<file path="src/rtl/dadc_pkg.sv">
package dadc_pkg;
  localparam int NCONV = 2;
  localparam int DW    = 8;
  localparam int AW    = 10;
  localparam int OFFW  = 3;

  typedef enum logic [1:0] {
    OP_START = 2'b00,
    OP_DATA  = 2'b01,
    OP_STAT  = 2'b10,
    OP_NONE  = 2'b11
  } port_op_e;

  typedef struct packed {
    logic     hit;
    port_op_e op;
    logic     sel;
  } dec_t;
endpackage

</file>
<file path="src/rtl/isa_io_decode.sv">
module isa_io_decode
  import dadc_pkg::*;
#(
  parameter logic [AW-1:0] BASE_ADDR = 10'h300
) (
  input  logic [AW-1:0] addr,
  output dec_t          dec
);
  logic     in_window;
  port_op_e op_raw;

  always_comb begin
    in_window = (addr[AW-1:OFFW] == BASE_ADDR[AW-1:OFFW]);
    op_raw    = port_op_e'(addr[2:1]);
    dec.sel   = addr[0];
    dec.op    = in_window ? op_raw : OP_NONE;
    dec.hit   = in_window && (op_raw != OP_NONE);
  end
endmodule

</file>
<file path="src/rtl/adc_strobe_gen.sv">
module adc_strobe_gen
  import dadc_pkg::*;
(
  input  logic             rst_n,
  input  dec_t             dec,
  input  logic             io_rd_n,
  input  logic             io_wr_n,
  output logic [NCONV-1:0] start_n,
  output logic [NCONV-1:0] rd_n,
  output logic [NCONV-1:0] stat_n,
  output logic             rd_cycle
);
  logic wr_cycle;

  always_comb begin
    rd_cycle = rst_n && !io_rd_n && io_wr_n && dec.hit;
    wr_cycle = rst_n && !io_wr_n && io_rd_n && dec.hit;
  end

  for (genvar g = 0; g < NCONV; g++) begin : g_conv
    always_comb begin
      start_n[g] = !(wr_cycle && dec.op == OP_START && dec.sel == 1'(g));
      rd_n[g]    = !(rd_cycle && dec.op == OP_DATA  && dec.sel == 1'(g));
      stat_n[g]  = !(rd_cycle && dec.op == OP_STAT  && dec.sel == 1'(g));
    end
  end
endmodule

</file>
<file path="src/rtl/adc_flag_sync.sv">
module adc_flag_sync #(
  parameter int STAGES = 2,
  parameter int W      = 2
) (
  input  logic         clk,
  input  logic         rst_n,
  input  logic [W-1:0] d,
  output logic [W-1:0] q
);
  if (STAGES == 0) begin : g_pass
    assign q = d;
  end else begin : g_chain
    logic [STAGES-1:0][W-1:0] chain;
    always_ff @(posedge clk or negedge rst_n) begin
      if (!rst_n) chain <= '1;
      else        chain <= {chain[STAGES-2 >= 0 ? STAGES-2 : 0:0], d};
    end
    assign q = chain[STAGES-1];
  end
endmodule

</file>
<file path="src/rtl/isa_read_mux.sv">
module isa_read_mux
  import dadc_pkg::*;
(
  input  dec_t                rd_dec,
  input  logic                rd_cycle,
  input  logic [NCONV*DW-1:0] conv_data,
  input  logic [NCONV-1:0]    flags,
  output logic [DW-1:0]       dout,
  output logic                doe
);
  logic [DW-1:0] sel_data;

  always_comb begin
    sel_data = conv_data[rd_dec.sel*DW +: DW];
    doe      = rd_cycle && (rd_dec.op == OP_DATA || rd_dec.op == OP_STAT);
    dout     = '0;
    if (doe) begin
      if (rd_dec.op == OP_DATA) dout = sel_data;
      else                      dout = {{(DW-1){1'b0}}, flags[rd_dec.sel]};
    end
  end
endmodule

</file>
<file path="src/rtl/dual_adc_isa_port.sv">
module dual_adc_isa_port
  import dadc_pkg::*;
#(
  parameter logic [AW-1:0] BASE_ADDR   = 10'h300,
  parameter int            SYNC_STAGES = 2
) (
  input  logic                clk,
  input  logic                rst_n,
  input  logic [AW-1:0]       io_addr,
  input  logic                io_rd_n,
  input  logic                io_wr_n,
  output logic [DW-1:0]       io_dout,
  output logic                io_doe,
  output logic [NCONV-1:0]    conv_start_n,
  output logic [NCONV-1:0]    conv_rd_n,
  output logic [NCONV-1:0]    conv_stat_n,
  input  logic [NCONV*DW-1:0] conv_data,
  input  logic [NCONV-1:0]    conv_busy
);
  dec_t             dec;
  logic             rd_cycle;
  logic [NCONV-1:0] flags;

  isa_io_decode #(.BASE_ADDR(BASE_ADDR)) u_dec (
    .addr (io_addr),
    .dec  (dec)
  );

  adc_strobe_gen u_stb (
    .rst_n    (rst_n),
    .dec      (dec),
    .io_rd_n  (io_rd_n),
    .io_wr_n  (io_wr_n),
    .start_n  (conv_start_n),
    .rd_n     (conv_rd_n),
    .stat_n   (conv_stat_n),
    .rd_cycle (rd_cycle)
  );

  adc_flag_sync #(.STAGES(SYNC_STAGES), .W(NCONV)) u_sync (
    .clk   (clk),
    .rst_n (rst_n),
    .d     (conv_busy),
    .q     (flags)
  );

  isa_read_mux u_mux (
    .rd_dec    (dec),
    .rd_cycle  (rd_cycle),
    .conv_data (conv_data),
    .flags     (flags),
    .dout      (io_dout),
    .doe       (io_doe)
  );
endmodule

</file>
<file path="config.mk">
export PLATFORM = sky130hd
export DESIGN_NAME = dual_adc_isa_port
export DESIGN_NICKNAME = d
export VERILOG_FILES = /design/src/rtl/dadc_pkg.sv /design/src/rtl/isa_io_decode.sv /design/src/rtl/adc_strobe_gen.sv /design/src/rtl/adc_flag_sync.sv /design/src/rtl/isa_read_mux.sv /design/src/rtl/dual_adc_isa_port.sv
export SDC_FILE = /design/constraint.sdc
export NUM_CORES = 1
export LEC_CHECK = 0
export BUFFER_PORTS_ARGS = -buffer_cell sky130_fd_sc_hd__buf_2
export CAP_MARGIN = 20
export CELL_PAD_IN_SITES_DETAIL_PLACEMENT = 1
export CELL_PAD_IN_SITES_GLOBAL_PLACEMENT = 1
export CORE_MARGIN = 3
export CORE_UTILIZATION = 23
export CTS_CLUSTER_DIAMETER = 200
export DETAILED_ROUTE_END_ITERATION = 8
export PLACE_DENSITY = 0.79
export SLEW_MARGIN = 5
export SYNTH_ARGS = -nofsm -noshare
export SYNTH_HDL_FRONTEND = slang
export SYNTH_SLANG_ARGS = --single-unit
export TNS_END_PERCENT = 1
</file>
<file path="constraint.sdc">
create_clock -name clk -period 3.7 [get_ports clk]
set_input_delay 0.555 -clock clk [delete_from_list [all_inputs] [get_ports clk]]
set_output_delay 0.555 -clock clk [all_outputs]
set_load 0.05 [all_outputs]
</file>
# After elaboration in Yosys (flattened, before gate mapping)
# Cells that the tools add are included.
[op_classes]
magnitude_cmp = 1
eq_ne = 4
reduce_logical = 27
shift = 1
mux = 5
bitwise = 1
[op_table]
columns = ["op", "count"]
rows = [
  ["$logic_and 1x1->1", 17],
  ["$mux 8", 2],
  ["$shiftx 16x5->8", 1],
  ["$logic_not 1->1", 8],
  ["$eq 7x7->1 const B", 1],
  ["$eq 2x1->1 const B", 1],
  ["$eq 2x2->1 const B", 1],
  ["$logic_not 2->1", 1],
  ["$lt 1x2->1 const B", 1],
  ["$mux 1", 2],
  ["$mux 2", 1],
  ["$ne 2x2->1 const B", 1],
  ["$logic_or 1x1->1", 1],
  ["$not 1->1", 1],
]
[totals]
out_inout_bits = 15
reg_bits = 4
in_bits = 32
wordCells = 41

# Logic depth before layout (Yosys ltp)
# Gate-level depths: netlist (run 1).
[logic_depth]
word_depth = 7
depth_mapped = 8
ltp_nobuf = 7

# By module
# From an unflattened synthesis (run 1), not the netlist that was laid out.
[unflattened]
cells_unflattened = 47
hier_area_um2 = 439.2
[by_module_without_submodules]
columns = ["mod", "cells_per_inst", "seq_area_each_um2", "n_inst", "area_each_um2"]
rows = [
  ["isa_read_mux", 21, 0.0, 1, 166.4],
  ["adc_flag_sync", 6, 105.1, 1, 120.1],
  ["adc_strobe_gen", 13, 0.0, 1, 87.6],
  ["isa_io_decode", 7, 0.0, 1, 65.1],
]

# Least setup slack after synthesis (run 1)
# Ideal clock, no wire load.
[synth_timing]
kind = "input-to-output"
startpoint = "input io_addr[4]"
endpoint = "output io_dout[0]"
t_required_ns = 3.145
stages = 6
setup_slack_ns = 0.289
arrival_ns = 2.856
n_path_buf = 0
path_cell_list = "nor4_4 > nand2_1 > or2_2 > ha_1 > mux4_2 > nor3b_1"
[synth_via]
elab_chain_len = 6
word_cells_on_any_way = 10
[synth_rtl]
columns = ["element", "line_no", "source"]
rows = [
  ["from (decl)", "dual_adc_isa_port.sv:9", "input logic [AW-1:0] io_addr,"],
  ["$eq 7x7->1 (*)", "isa_io_decode.sv:13", "in_window = (addr[AW-1:OFFW] == BASE_ADDR[AW-1:OFFW]);"],
  ["$mux 2", "isa_io_decode.sv:16", "dec.op = in_window ? op_raw : OP_NONE;"],
  ["$eq 2x1->1 / $eq 2x2->1 (equally long branches)", "isa_read_mux.sv:15, isa_read_mux.sv:18", ""],
  ["$logic_or 1x1->1", "isa_read_mux.sv:15", "doe = rd_cycle && (rd_dec.op == OP_DATA || rd_dec.op == OP_STAT);"],
  ["$logic_and 1x1->1", "isa_read_mux.sv:15", ""],
  ["$mux 8 (*)", "isa_read_mux.sv:17", "if (doe) begin"],
  ["to (decl)", "dual_adc_isa_port.sv:12", "output logic [DW-1:0] io_dout,"],
]
# Every way passes the cells marked *; elsewhere a longest branch is shown, timed or not.

# Worst setup path in the final report (run 1)
[layout_timing]
startpoint = "input io_addr[4]"
endpoint = "output io_dout[7]"
# The elaborated chain is that of the path after synthesis.

==> metrics.cfg, run 1 <==
[synthesis]
synthArstFlopShare_pct=100
synth_top_cell_by_area=dfstp_2
yosys-top-cells-count=nor2_1 (10), mux2i_1 (7), dfstp_2 (4)
synth-edff-count=0
synth.avg_cell_area_um2=8.81
synthCells=52
yosysSeqAreaShare_pct=23.0
ys_warn_count=0
synth_top_area_share_pct=23.0
yosys-top-cells-area=dfstp_2 (23%), mux2i_1 (15%), ha_1 (8.2%)
synth_flop_cell=dfstp_2
synth_area_um2=458
synth_cell_types=22
yosysMostFrequentCell=nor2_1
synth_nets=87
synth_seq_cells=4

[sta]
clock_skew_ns=0.00424
fin_crit_sh_pct=84.5
worstMarginPinSlew_ns=0.378
maxSlewViolCount=0
finalHoldViolations=0
fin_setup_tns_ns=0
final.min_clock_period_ns=3.13
slew_headroom_pct=74.6
rsz0062_at_grt=false
fmax_mhz=320
finalSetupViolations=0

[floorplanning]
core_area_um2=1800
die_h_um=50.6
io_pins=47
initial_core_util_pct=25.4
die_w_um=50.6
dieArea_um2=2560
rows=15

[clock_network]
postCtsResizedCells=0
post_cts.repair.setup_buffers=0
clk_latency_ns=0.23
clock-sinks=4
hold_buffers=0
cts_tree=built
cts_made_buffers=3
clk_pin_slew_ns=0.04
cts_max_level=1
clockRootBuffer=clkbuf_4
clockBufferDepth=2

[routing]
drtPass1Iterations=2
via_per_inst=4.57
dr.max_layer_used=met4
wire_per_inst_um=12.5
met2_length_um=836
via_count=567
detail_route.wirelength_um=1550
wl_met3_um=119
m1WireLength_um=583
ant_nets=0
first_iter_violations=2
drc=0

[layout]
syn2layout_area_growth_pct=59.8
antenna_cells=0
nets=136
fin_area_um2=732
fill_cells=243
drive_gt1_share_pct=59.6

[power]
ir_drop_mv=0.171
p_sw_w=0.0000302
power-per-cell-area_nw_per_um2=182
p_int_w=0.000103
seqPwrFrac_pct=36.4
leakage_nw=0.381
switching_share_pct=22.7
power.share.clock_pct=38.2
pwr-share-comb_pct=25.4
power_w=0.000133

[critical_path]
r2r_setup_slack_ns=3.14
rr_startpoint=u_sync.g_chain.chain[1]
critPathMaxFanout=7
timing.rr.end=u_sync.q[1]
cp-start-kind=primary input
path_class=primary input to output pin
critPathLaunch=io_addr[4]
critPathArrivalTime_ns=2.57
end_kind=output pin
worst-r2r-cell-count=0
critPathRequiredTime_ns=3.14

[global_route]
grt_max_degree=15
grt_pass1_vias=581
grt_antenna_before_repair=0
grt_pass1_wl_um=2490
grtUsageTotal_pct=12.5
grt_overflow=0

[placed_design]
placed_cell_area_um2=709
hpwl_um=1360
place_congestion=0.714
portBuffers=46

[status]
outcome=finished, final reports clean

[run]
max_cap_viol_count=0

[min_path]
hold_path.class=primary input to asynchronous set/reset pin

## registers in the layout, summed over array words and instances, names as in the netlist
signal	flops
u_sync.g_chain.chain	2
u_sync.q	2
## worst max-delay path by stage
stage                  to  cells past startpoint
6_report       io_dout[7]                      9
5_1_grt        io_dout[4]                      9
4_1_cts        io_dout[7]                      9
3_5_place_dp   io_dout[7]                      9
3_3_place_gp   io_dout[6]                      9
2_1_floorplan  io_dout[0]                      6
## worst max-delay path, cell delays in order
cell and delay (ns):
buf_2 0.11, nor4_4 0.34, nand2_1 0.15, nor2_1 0.19, ha_1 0.25, and4b_1 0.20, nand4_1 0.27, nor2_1 0.21
buf_2 0.29
## layout by cell type, fill, tap and decap left out, types with 2 or more instances in the layout
master / count
buf_2: 46
nor2_1: 10
mux2i_1: 7
dfstp_2: 4
nor2b_1: 3
nand3_1: 3
nand4_1: 3
ha_1: 3
clkbuf_4: 3
or2_2: 2
or3_1: 2
and3_1: 2
## layer usage
| metal | track usage [%] | vias up |
|---|---|---|
| li1 | - | 283 |
| met1 | 12.9 | 261 |
| met2 | 24.8 | 21 |
| met3 | 3.26 | 2 |
| met4 | 2.69 | 0 |
| met5 | 0 | - |
## through the flow
step | worst slack, ns | utilization (%) | std cells | hold slack [ns]
detailed placement | 0.582 | 39.4 | 121 | 0.347
global placement | 0.730 | 39.4 | 121 | 0.345
floorplan | 0.289 | - | 52 | 0.345
global route | 0.355 | 40.6 | 124 | 0.312
CTS | 0.576 | 40.6 | 124 | 0.308
finish | 0.574 | 40.6 | 124 | 0.309
## logic make-up (layout without fill, tap and decap cells)
family / count (synthesis) / count (layout) / share of synthesized area [%]
DFF: 4 / 4 / 23.0
buffers and inverters: 3 / 50 / 3.00
muxes: 8 / 8 / 20.2
adders and majority gates: 3 / 3 / 8.20
AOI/OAI and AO/OA: 1 / 1 / 1.64
and+or+nand+nor: 33 / 33 / 44.0
## cell type report
class | instances | area [um2] | share of cell area (%)
Sequential cell | 4 | 105 | 14.4
Tap cell | 25 | 31.3 | 4.27
Multi-Input combinational cell | 45 | 339 | 46.3
Clock buffer | 3 | 22.5 | 3.08
Timing Repair Buffer | 46 | 230 | 31.5
Inverter | 1 | 3.75 | 0.513
## power by group through the flow
stage	Sequential, W	Clock (W)	Combinational, W
2_1_floorplan	0.0000487	0	0.0000135
3_3_place_gp	0.0000488	0	0.0000331
3_5_place_dp	0.0000489	0	0.0000341
4_1_cts	0.0000485	0.0000535	0.0000342
5_1_grt	0.0000488	0.0000564	0.0000374
6_report	0.0000485	0.0000507	0.0000338
(Power assumes the default switching activity.)
==> run 2, diff against run 1 <==
Settings changed: CORE_UTILIZATION 23 to 22, PLACE_DENSITY 0.79 to 0.76.
Clock period 3.7 ns to 3 ns, I/O delays scaled along.
==> metrics.cfg, run 2 (synthesis results as in run 1) <==
[status]
outcome=finished, final reports clean

[layout]
syn2layout_area_growth_pct=64.2
final_common_cell=buf_2
final_cell_mix=buf_2 (46), nor2_1 (10), mux2i_1 (7), dfstp_2 (4)
layout.cells.non_filler=126
antenna_cells=0
drive_gt1_share_pct=61.4
nets=138

[sta]
finalHoldViolations=0
clock_skew_ns=0.0000526
maxSlewViolCount=0
fin_crit_sh_pct=90.9
fin_setup_tns_ns=0
final.min_clock_period_ns=2.73
slew_headroom_pct=70.8
finalSetupViolations=0
rsz0062_at_grt=false
worstMarginPinSlew_ns=0.433
fmax_mhz=367

[routing]
drc=0
wire_per_inst_um=12.2
via_per_inst=4.55
ant_nets=0
drtPass1Iterations=2
detail_route.wirelength_um=1530
via_count=573
first_iter_violations=1

[critical_path]
critPathSlowestCell=nor4_4
critPathLaunch=io_addr[4]
rr_startpoint=u_sync.g_chain.chain[1]
critPathArrivalTime_ns=2.28
end_kind=output pin
critPathRequiredTime_ns=2.55
max_stage_delay_ns=0.34
critPathMaxFanout=7
cp-start-kind=primary input
path_class=primary input to output pin
crit_chain=buf_2, nor4_4, nand2_1, nor2_1, ha_1, and4b_1, nand4_1, buf_4, nor2_1, buf_2

[floorplanning]
initial_core_util_pct=24.9
die_w_um=51.6
dieArea_um2=2670
rows=15
io_pins=47
core_area_um2=1840
die_h_um=51.6

[placed_design]
dp.cells=122
portBuffers=46
hpwl_um=1370
place_congestion=0.734

[clock_network]
cts_max_level=1
cts_made_buffers=3
clockRootBuffer=clkbuf_4
postCtsResizedCells=0
clk_latency_ns=0.23
cts_tree=built
clockBufferDepth=2
clk_pin_slew_ns=0.04
clock-sinks=4

[global_route]
grt_overflow=0
grt_antenna_before_repair=0
grt_pass1_wl_um=2500
grt_pass1_vias=595
grt_max_degree=15
grtUsageTotal_pct=12.3

[power]
leakage_nw=0.391
power_w=0.000167
ir_drop_mv=0.135
power-per-cell-area_nw_per_um2=222

[run]
max_cap_viol_count=0

[min_path]
hold_path.class=primary input to asynchronous set/reset pin

[run 2: changes by cell type in the layout (fill, tap and decap cells not counted), sizes merged]
cell / before / now
buf: 46 / 48
[run 2: final cells by class]
type                            count  area [um2]
Clock buffer                        3        22.5
Fill cell                         254        1090
Inverter                            1        3.75
Multi-Input combinational cell     45         344
Sequential cell                     4         105
Tap cell                           25        31.3
Timing Repair Buffer               48         245
[run 2: worst paths after layout]
path                       cells after the start  slack (ns)                 endpoint
min reg2reg                                    0        0.35              u_sync.q[0]
min in group clk                               1        0.32  u_sync.g_chain.chain[1]
max                                           10        0.27               io_dout[5]
max in group asynchronous                      1        2.78  u_sync.g_chain.chain[0]
min                                            1        0.20  u_sync.g_chain.chain[1]
max reg2reg                                    0        2.44              u_sync.q[1]
[run 2: power breakdown]
part	internal (W)	leakage [nW]	total, W	switching, W
clock	0.0000446	0.0138	0.0000645	0.0000199
sequential	0.0000591	0.0421	0.0000598	0.000000676
combinational	0.0000240	0.335	0.0000426	0.0000186
[run 2: what timing repair did]
item | 4_1_cts | 5_1_grt
hold buffers | 0 | 0
setup endpoints to repair | 0 | 7
endpoints found under the hold margin | 0 | 0
buffers inserted | 0 | 1
[run 2: per-stage QoR]
step | area [um2] | hold slack (ns) | util (%) | worst slack [ns]
after floorplan | 463 | 0.302 | - | 0.213
after global placement | 722 | 0.346 | 39.3 | 0.203
after detailed placement | 722 | 0.348 | 39.3 | 0.121
after CTS | 744 | 0.197 | 40.5 | 0.115
after global routing | 752 | 0.196 | 40.9 | 0.0306
final | 752 | 0.203 | 40.9 | 0.273
[run 2: critical path, delay by kind of cell]
kind / cells / cell delay [ns]
simple gates: 6 / 1.02
buf+inv: 3 / 0.55
fa+ha+maj: 1 / 0.24
[run 2: metal layers]
layer / vias up / part of all wire, % / track usage (%) / wire [um]
li1: 286 / - / - / -
met1: 265 / 37 / 12.6 / 565
met2: 22 / 55 / 23.5 / 845
met3: 0 / 8.0 / 2.58 / 122
met4: 0 / 0 / 5.24 / 0
met5: - / 0 / 0 / 0
==> run 3, diff against run 2 <==
Settings changed: CORE_ASPECT_RATIO set to 1.25.
==> metrics.cfg, run 3 (synthesis results as in run 1) <==
[placed_design]
hpwl_um=1480
place_congestion=0.696
portBuffers=46

[floorplanning]
dieArea_um2=2670
die_h_um=57.0
io_pins=47
rows=17
die_w_um=46.8
core_area_um2=1870
initial_core_util_pct=24.5

[routing]
via_per_inst=4.84
via_count=581
ant_nets=0
detail_route.wirelength_um=1670
drc=0
first_iter_violations=6
wire_per_inst_um=13.9
drtPass1Iterations=2

[critical_path]
cp-start-kind=primary input
critPathMaxFanout=7
critPathRequiredTime_ns=2.55
end_kind=output pin
crit_family=simple AND/OR/NAND/NOR gates
path_class=primary input to output pin
critPathArrivalTime_ns=2.32
crit_chain=buf_2, nor4_4, nand2_1, nor2_1, ha_1, and4b_1, nand4_1, nor2_1, buf_2
max_stage_delay_ns=0.28
critPathSlowestCell=nor4_4
worst-path-buf-inv=2

[sta]
worstMarginPinSlew_ns=0.451
fin_setup_tns_ns=0
rsz0062_at_grt=false
finalHoldViolations=0
final.min_clock_period_ns=2.77
finalSetupViolations=0
timing.hold.ws_ns=0.201
fin_crit_sh_pct=92.4
fmax_mhz=361
maxSlewViolCount=0
clock_skew_ns=0.0000495
slew_headroom_pct=69.6

[clock_network]
clockRootBuffer=clkbuf_4
clock-sinks=4
hold_buffers=0
post_cts.repair.setup_buffers=0
cts_tree=built
cts_made_buffers=3
cts_max_level=1
clk_pin_slew_ns=0.04
postCtsResizedCells=0
clockBufferDepth=2
clk_latency_ns=0.23

[layout]
final_cell_mix=buf_2 (46), nor2_1 (10), mux2i_1 (7), dfstp_2 (4)
antenna_cells=0
syn2layout_area_growth_pct=62.6
drive_gt1_share_pct=61.4
final_common_cell=buf_2
nets=138

[global_route]
grt_pass1_wl_um=2680
grt_overflow=0
grtUsageTotal_pct=13.4
grt_pass1_vias=630
grt_antenna_before_repair=0
grt_max_degree=15

[status]
outcome=finished, final reports clean

[min_path]
hold_path.class=primary input to asynchronous set/reset pin

[power]
ir_drop_mv=0.174
power-per-cell-area_nw_per_um2=226
leakage_nw=0.392

[run]
max_cap_viol_count=0

## run 3: cell counts in the layout (fill, tap and decap cells not counted)
Identical to the previous run, type by type.
## run 3: area by class of cell
type	count	area (um2)
well taps	19	23.8
multi-input cells	45	344
fillers	255	1130
inverters	1	3.75
repair buffers	48	245
flip-flops and latches	4	105
clock buffers	3	22.5
## run 3: path summary, 6_finish.rpt
kind | from | endpoint | slack, ns | cells after the start
min in group clk | conv_busy[1] | u_sync.g_chain.chain[1] | 0.32 | 1
worst max-delay path | io_addr[4] | io_dout[6] | 0.23 | 9
max in group asynchronous | rst_n | u_sync.q[1] | 2.78 | 1
worst max register to register | u_sync.g_chain.chain[0] | u_sync.q[0] | 2.44 | 0
worst min register to register | u_sync.g_chain.chain[1] | u_sync.q[1] | 0.35 | 0
worst min-delay path | rst_n | u_sync.g_chain.chain[0] | 0.20 | 1
## run 3: power breakdown
| group | switching (W) | leakage, nW | total, W | internal [W] |
|---|---|---|---|---|
| logic | 0.0000189 | 0.337 | 0.0000433 | 0.0000244 |
| clock network | 0.0000205 | 0.0138 | 0.0000652 | 0.0000447 |
| registers | 0.000000692 | 0.0421 | 0.0000598 | 0.0000591 |
## run 3: metal layers
metal	GRT usage (%)	share of wire (%)
met1	14.0	35
met2	24.7	59
met4	6.32	0
met3	1.89	6.8
met5	0	0
## run 3: through the flow
stage / area (um2) / util (%) / std cells / worst slack [ns] / power (W)
floorplan: 463 / - / 52 / 0.213 / 0.0000769
global placement: 722 / 38.6 / 117 / 0.332 / 0.000103
detailed placement: 722 / 38.6 / 117 / 0.211 / 0.000104
CTS: 744 / 39.8 / 120 / 0.204 / 0.000174
global route: 744 / 39.8 / 120 / 0.0639 / 0.000184
finish: 744 / 39.8 / 120 / 0.228 / 0.000168
